$ cat config.mk
export PLATFORM = sky130hd
export DESIGN_NAME = fwd_unit
export DESIGN_NICKNAME = d
export VERILOG_FILES = /design/src/rtl/fwd_pkg.sv /design/src/rtl/fwd_dest_decode.sv /design/src/rtl/fwd_src_pick.sv /design/src/rtl/fwd_unit.sv
export SDC_FILE = /design/constraint.sdc
export NUM_CORES = 1
export LEC_CHECK = 0
export BUFFER_PORTS_ARGS = -buffer_cell sky130_fd_sc_hd__buf_2
export CORE_MARGIN = 2
export CORE_UTILIZATION = 43
export DETAILED_ROUTE_END_ITERATION = 8
export PLACE_DENSITY = 0.85
export SLEW_MARGIN = 20
export SYNTH_ARGS = -nofsm -noshare
export SYNTH_HDL_FRONTEND = slang
export SYNTH_SLANG_ARGS = --single-unit
$ cat constraint.sdc
create_clock -name vclk -period 2.76
set_input_delay 0.552 -clock vclk [all_inputs]
set_output_delay 0.552 -clock vclk [all_outputs]
set_load 0.1 [all_outputs]
$ cat src/rtl/fwd_pkg.sv
package fwd_pkg;
  localparam int CLS_W     = 3;
  localparam int SEL_W     = 2;
  localparam int NUM_SINKS = 4;

  localparam logic [CLS_W-1:0] CLS_NOP    = 3'd0;
  localparam logic [CLS_W-1:0] CLS_RR     = 3'd1;
  localparam logic [CLS_W-1:0] CLS_RI     = 3'd2;
  localparam logic [CLS_W-1:0] CLS_LOAD   = 3'd3;
  localparam logic [CLS_W-1:0] CLS_STORE  = 3'd4;
  localparam logic [CLS_W-1:0] CLS_BRANCH = 3'd5;

  localparam logic [SEL_W-1:0] SEL_REGFILE  = 2'd0;
  localparam logic [SEL_W-1:0] SEL_EXM_ALU  = 2'd1;
  localparam logic [SEL_W-1:0] SEL_MWB_ALU  = 2'd2;
  localparam logic [SEL_W-1:0] SEL_MWB_LOAD = 2'd3;

  // sink slots
  localparam int SINK_A  = 0;
  localparam int SINK_B  = 1;
  localparam int SINK_Z  = 2;
  localparam int SINK_ST = 3;
endpackage

$ cat src/rtl/fwd_dest_decode.sv
module fwd_dest_decode
  import fwd_pkg::*;
#(
  parameter int REG_W = 5
) (
  input  logic [CLS_W-1:0] cls,
  input  logic [REG_W-1:0] rt,
  input  logic [REG_W-1:0] rd,
  output logic [REG_W-1:0] dest,
  output logic             alu_src,
  output logic             load_src
);
  logic writes;

  always_comb begin
    dest     = '0;
    writes   = 1'b0;
    alu_src  = 1'b0;
    load_src = 1'b0;
    unique case (cls)
      CLS_RR:   begin dest = rd; writes = 1'b1; end
      CLS_RI:   begin dest = rt; writes = 1'b1; end
      CLS_LOAD: begin dest = rt; writes = 1'b1; end
      default:  begin dest = '0; writes = 1'b0; end
    endcase
    // register 0 is hard-wired: never a forwarding destination
    if (writes && (dest != '0)) begin
      alu_src  = (cls != CLS_LOAD);
      load_src = (cls == CLS_LOAD);
    end
  end

  always_comb begin
    AST_SRC_EXCLUSIVE: assert (!(alu_src && load_src));
  end
endmodule

$ cat src/rtl/fwd_src_pick.sv
module fwd_src_pick
  import fwd_pkg::*;
#(
  parameter int REG_W = 5
) (
  input  logic [REG_W-1:0] src,
  input  logic             need,
  input  logic             allow_exm,
  input  logic [REG_W-1:0] exm_dest,
  input  logic             exm_alu,
  input  logic [REG_W-1:0] mwb_dest,
  input  logic             mwb_alu,
  input  logic             mwb_ld,
  output logic [SEL_W-1:0] sel
);
  logic hit_exm;
  logic hit_mwb;

  always_comb begin
    hit_exm = need && allow_exm && exm_alu && (exm_dest == src);
    hit_mwb = need && (mwb_alu || mwb_ld) && (mwb_dest == src);
    if (hit_exm)                sel = SEL_EXM_ALU;
    else if (hit_mwb && mwb_ld) sel = SEL_MWB_LOAD;
    else if (hit_mwb)           sel = SEL_MWB_ALU;
    else                        sel = SEL_REGFILE;
  end

  always_comb begin
    AST_REG0_NOT_FWD: assert (!((src == '0) && (sel != SEL_REGFILE)));
    AST_IDLE_SINK:    assert (need || (sel == SEL_REGFILE));
  end
endmodule

$ cat src/rtl/fwd_unit.sv
module fwd_unit
  import fwd_pkg::*;
#(
  parameter int REG_W = 5
) (
  input  logic [CLS_W-1:0] idex_cls,
  input  logic [REG_W-1:0] idex_rs,
  input  logic [REG_W-1:0] idex_rt,
  input  logic [CLS_W-1:0] exmem_cls,
  input  logic [REG_W-1:0] exmem_rt,
  input  logic [REG_W-1:0] exmem_rd,
  input  logic [CLS_W-1:0] memwb_cls,
  input  logic [REG_W-1:0] memwb_rt,
  input  logic [REG_W-1:0] memwb_rd,
  output logic [SEL_W-1:0] alu_a_sel,
  output logic [SEL_W-1:0] alu_b_sel,
  output logic [SEL_W-1:0] zero_sel,
  output logic [SEL_W-1:0] st_data_sel
);
  logic [REG_W-1:0] exm_dest, mwb_dest;
  logic             exm_alu, exm_ld, mwb_alu, mwb_ld;

  fwd_dest_decode #(.REG_W(REG_W)) u_exm_dec (
    .cls(exmem_cls), .rt(exmem_rt), .rd(exmem_rd),
    .dest(exm_dest), .alu_src(exm_alu), .load_src(exm_ld)
  );

  fwd_dest_decode #(.REG_W(REG_W)) u_mwb_dec (
    .cls(memwb_cls), .rt(memwb_rt), .rd(memwb_rd),
    .dest(mwb_dest), .alu_src(mwb_alu), .load_src(mwb_ld)
  );

  // per-sink source field, usage and whether EX/MEM may feed it
  logic [REG_W-1:0] sink_src  [NUM_SINKS];
  logic             sink_need [NUM_SINKS];
  logic             sink_exm  [NUM_SINKS];
  logic [SEL_W-1:0] sink_sel  [NUM_SINKS];

  always_comb begin
    sink_src[SINK_A]   = idex_rs;
    sink_need[SINK_A]  = (idex_cls == CLS_RR) || (idex_cls == CLS_RI) ||
                         (idex_cls == CLS_LOAD) || (idex_cls == CLS_STORE);
    sink_exm[SINK_A]   = 1'b1;
    sink_src[SINK_B]   = idex_rt;
    sink_need[SINK_B]  = (idex_cls == CLS_RR) || (idex_cls == CLS_STORE);
    sink_exm[SINK_B]   = 1'b1;
    sink_src[SINK_Z]   = idex_rs;
    sink_need[SINK_Z]  = (idex_cls == CLS_BRANCH);
    sink_exm[SINK_Z]   = 1'b1;
    // store in EX/MEM: only MEM/WB is older than it
    sink_src[SINK_ST]  = exmem_rt;
    sink_need[SINK_ST] = (exmem_cls == CLS_STORE);
    sink_exm[SINK_ST]  = 1'b0;
  end

  for (genvar g = 0; g < NUM_SINKS; g++) begin : g_sink
    fwd_src_pick #(.REG_W(REG_W)) u_pick (
      .src(sink_src[g]), .need(sink_need[g]), .allow_exm(sink_exm[g]),
      .exm_dest(exm_dest), .exm_alu(exm_alu),
      .mwb_dest(mwb_dest), .mwb_alu(mwb_alu), .mwb_ld(mwb_ld),
      .sel(sink_sel[g])
    );
  end

  assign alu_a_sel   = sink_sel[SINK_A];
  assign alu_b_sel   = sink_sel[SINK_B];
  assign zero_sel    = sink_sel[SINK_Z];
  assign st_data_sel = sink_sel[SINK_ST];

  always_comb begin
    AST_EXM_NOT_LOAD: assert (!((alu_a_sel == SEL_EXM_ALU) && exm_ld));
    AST_EXM_ALU_CLS:  assert (!((alu_a_sel == SEL_EXM_ALU || alu_b_sel == SEL_EXM_ALU ||
                                 zero_sel == SEL_EXM_ALU) &&
                                !(exmem_cls == CLS_RR || exmem_cls == CLS_RI)));
    AST_LOAD_SRC_CLS: assert (!((alu_a_sel == SEL_MWB_LOAD || alu_b_sel == SEL_MWB_LOAD ||
                                 zero_sel == SEL_MWB_LOAD || st_data_sel == SEL_MWB_LOAD) &&
                                (memwb_cls != CLS_LOAD)));
    AST_ZERO_BRANCH:  assert ((zero_sel == SEL_REGFILE) || (idex_cls == CLS_BRANCH));
    AST_B_USERS:      assert ((alu_b_sel == SEL_REGFILE) ||
                              (idex_cls == CLS_RR) || (idex_cls == CLS_STORE));
    AST_STDATA_NO_EXM: assert (st_data_sel != SEL_EXM_ALU);
  end
endmodule

==> metrics, run 1 <==
number of synthesis warnings 0; most numerous cell in the Yosys netlist xor2_1; sequential-to-total area share from yosys stat 0%; largest family of logic cells by synthesized area XOR/XNOR gates; Error [ERROR DPL-0033] detailed placement checks failed during check placement.; Netlist cell types 28; mean area per synthesized cell 7.33 um^2; mux contribution to synthesized area 1.61%; Post-DP HPWL 3660 um; Final GP Congestion 0.945; Post-Syn Instances 85; Post-Synth Adder-Cell Area 0%; cell area after synthesis 623 um^2; Die Y 42.1 um; Net Count, Synth 124; Synth Area in Simple Gates 37.3%; status stopped before the end; Compound-Gate Fraction of Synth Area 21.3%; Halt Stage detailed placement (3_5_place_dp); IO Count 47; XOR/XNOR Fraction of Synth Area 38.0%; PortBufs 47; Yosys top cell area share 22.5%; Synth area leaders xor2_1 (22%), xnor2_1 (15%), a32o_1 (8.0%); most frequent cells after synthesis xor2_1 (16), xnor2_1 (11), nand2_1 (7); die width 42.1 um; # rows 13; Initial Utilization 46.7%; largest area contributor in the netlist xor2_1
-- stage by stage --
step                    TNS (ns)  instances
after global placement     -1.32        175
after floorplan            -2.48         85
-- cells by family after synthesis --
family	Yosys count
multiplexers	1
AO/OA/AOI/OAI	17
AND/OR/NAND/NOR	37
buffers and inverters	3
XOR/XNOR	27
==> run 2, diff against run 1 <==
--- a/config.mk
+++ b/config.mk
@@ -6,10 +6,10 @@
 export NUM_CORES = 1
 export LEC_CHECK = 0
 export BUFFER_PORTS_ARGS = -buffer_cell sky130_fd_sc_hd__buf_2
-export CORE_MARGIN = 2
-export CORE_UTILIZATION = 43
+export CORE_AREA = 2 2 63 65
 export DETAILED_ROUTE_END_ITERATION = 8
-export PLACE_DENSITY = 0.85
+export DIE_AREA = 0 0 65 67
+export PLACE_DENSITY_LB_ADDON = 0.15
 export SLEW_MARGIN = 20
 export SYNTH_ARGS = -nofsm -noshare
 export SYNTH_HDL_FRONTEND = slang
==> run 2 against run 1 <==
Area after synthesis unchanged. Synthesized cell count unchanged. The flow now finishes, with violations (setup timing).
==> metrics, run 2 <==
worst-margin pin slew 0.538 ns; Post-Synth Adder-Cell Area 0% (unchanged); pwr dens 136 nW/um^2; most numerous cell in the Yosys netlist xor2_1; Post-Syn Instances 85 (unchanged); WP data required 2.21 ns; diode count 0; critical path's slowest cell or4_4; Top Family by Delay on Critical Path simple AND/OR/NAND/NOR gates; pre-CTS setup slack -0.277 ns; hold path start idex_cls[0]; most frequent cells after synthesis xor2_1 (16), xnor2_1 (11), nand2_1 (7); fraction of layout cells with a size suffix above 1 70.3%; Synth area leaders xor2_1 (22%), xnor2_1 (15%), a32o_1 (8.0%); first-pass GRT wire length 4400 um; DIE AREA 4360 um^2; hold_buf cts 0; Max-Cap Viols 0; mux contribution to synthesized area 1.61% (unchanged); Netlist cell types 28 (unchanged); sequential-to-total area share from yosys stat 0% (unchanged); Worst slew margin 63.8%; Synth Area in Simple Gates 37.3% (unchanged); hold endpoint zero_sel[0]; Compound-Gate Fraction of Synth Area 21.3% (unchanged); Final #Nets 206; crit-path max cell delay 0.55 ns; Worst VDD drop 0.0586 mV; Sequential cell area 0 um^2; number of synthesis warnings 0 (unchanged); Die Y 67 um (+59%); Post-DP HPWL 2230 um (-39%); die width 65 um (+55%); mean area per synthesized cell 7.33 um^2 (unchanged); most frequent cells in the layout buf_2 (33), buf_4 (30), xor2_1 (15); Net Count, Synth 124 (unchanged); CP Data Arrival Time 2.39 ns; status finished with violations; largest net degree at the start of global routing 8; # rows 22 (+9); vias in the first global route 983; commonest non-fill, non-tap cell in the layout buf_2; Max Fclk 0.340 GHz; Remaining Overflow, GRT 0; first-pass iteration count of the detailed router 2; initial drt markers 9; FILL cells 349; initial antenna violation count 0; CLK BUF 0; post-route clock period utilization 107%; Yosys top cell area share 22.5% (unchanged); failing checks setup timing; Critical Path, Cell by Cell buf_8 > and2b_4 > a32o_2 > or4_4 > o211ai_4 > nand4b_1 > nor3b_4 > buf_12; setup violators final 7; minimum clock period 2.94 ns; seq_cells 0; Critical path buffers and inverters 2; Hold Vio Cnt, Final 0; area growth from synthesis to layout 158%; Total Wirelength 2700 um; antenna viol nets, final 0; XOR/XNOR Fraction of Synth Area 38.0% (unchanged); CP max FO 5; Setup TNS -0.927 ns; IO Count 47 (unchanged); cell area after synthesis 623 um^2 (unchanged); routed vias/inst 4.41; routed vias 940; Final GP Congestion 0.778 (-18%); setup ws final -0.181 ns; Hold Crit Class in -> out; largest area contributor in the netlist xor2_1; RSZ-0062 raised after global routing true; max-slew violations 0; Crit. End Element output port; Core ar. 3610 um^2; largest family of logic cells by synthesized area XOR/XNOR gates; worst setup path category in -> out; wire length per cell 12.7 um; DRC 0; Initial Utilization 17.3% (-29 points); PortBufs 47 (unchanged); GRT Total Usage 12.7%; CP Depth 8; CP startpoint kind primary input; hold-critical path depth 4; leakage 0.701 nW
run 2: area by class of cell:
class,instances,area (um^2),share of cell area (%)
inverter,2,7.51,0.468
multi-input combinational,82,850,52.9
timing repair buffer,81,688,42.9
tap,48,60.1,3.74
run 2: kinds of logic after synthesis:
kind of cell | count (synthesis)
buffers and inverters | 3
XOR/XNOR | 27
AND/OR/NAND/NOR | 37
multiplexers | 1
AO/OA/AOI/OAI | 17
run 2: repair_timing:
item                       4_1_cts  5_1_grt
setup buffers                    4        1
gates cloned                     1        0
setup endpoints to repair        8        8
pin swaps                       16        9
gates resized for setup         27       11
run 2: worst max path at each step:
| stage | startpoint | slack, ns | endpoint |
|---|---|---|---|
| 6_report | exmem_cls[1] | -0.18 | alu_b_sel[1] |
| 5_1_grt | exmem_cls[1] | -0.22 | alu_b_sel[1] |
| 4_1_cts | exmem_cls[1] | -0.19 | alu_b_sel[1] |
| 3_5_place_dp | exmem_cls[1] | -0.28 | alu_a_sel[1] |
| 3_3_place_gp | exmem_cls[1] | -0.26 | zero_sel[1] |
| 2_1_floorplan | exmem_cls[2] | -0.53 | alu_b_sel[1] |
run 2: layer usage:
metal  vias to the layer above  wire length [um]  GRT usage (%)
met3                         0               113          0.676
met4                         0                 0              0
met5                         -                 0              0
met1                       436              1140           15.4
met2                        24              1450           25.9
li1                        480                 -              -
run 2: through the flow:
step | hold WS (ns) | util, % | cell area [um^2] | instances | total power, mW
CTS | 1.65 | 43.1 | 1550 | 212 | 0.210
global placement | 1.65 | 37.9 | 1370 | 208 | 0.172
floorplan | 1.40 | - | 748 | 85 | 0.0888
global route | 1.67 | 44.5 | 1610 | 213 | 0.235
finish | 1.64 | 44.5 | 1610 | 213 | 0.218
detailed placement | 1.65 | 37.9 | 1370 | 208 | 0.174
run 2: power by group:
part / switching (mW) / leakage (nW) / total [mW] / internal, mW
Combinational: 0.102 / 0.701 / 0.218 / 0.117
Clock: 0 / 0 / 0 / 0
Sequential: 0 / 0 / 0 / 0
(Power assumes the default switching activity.)
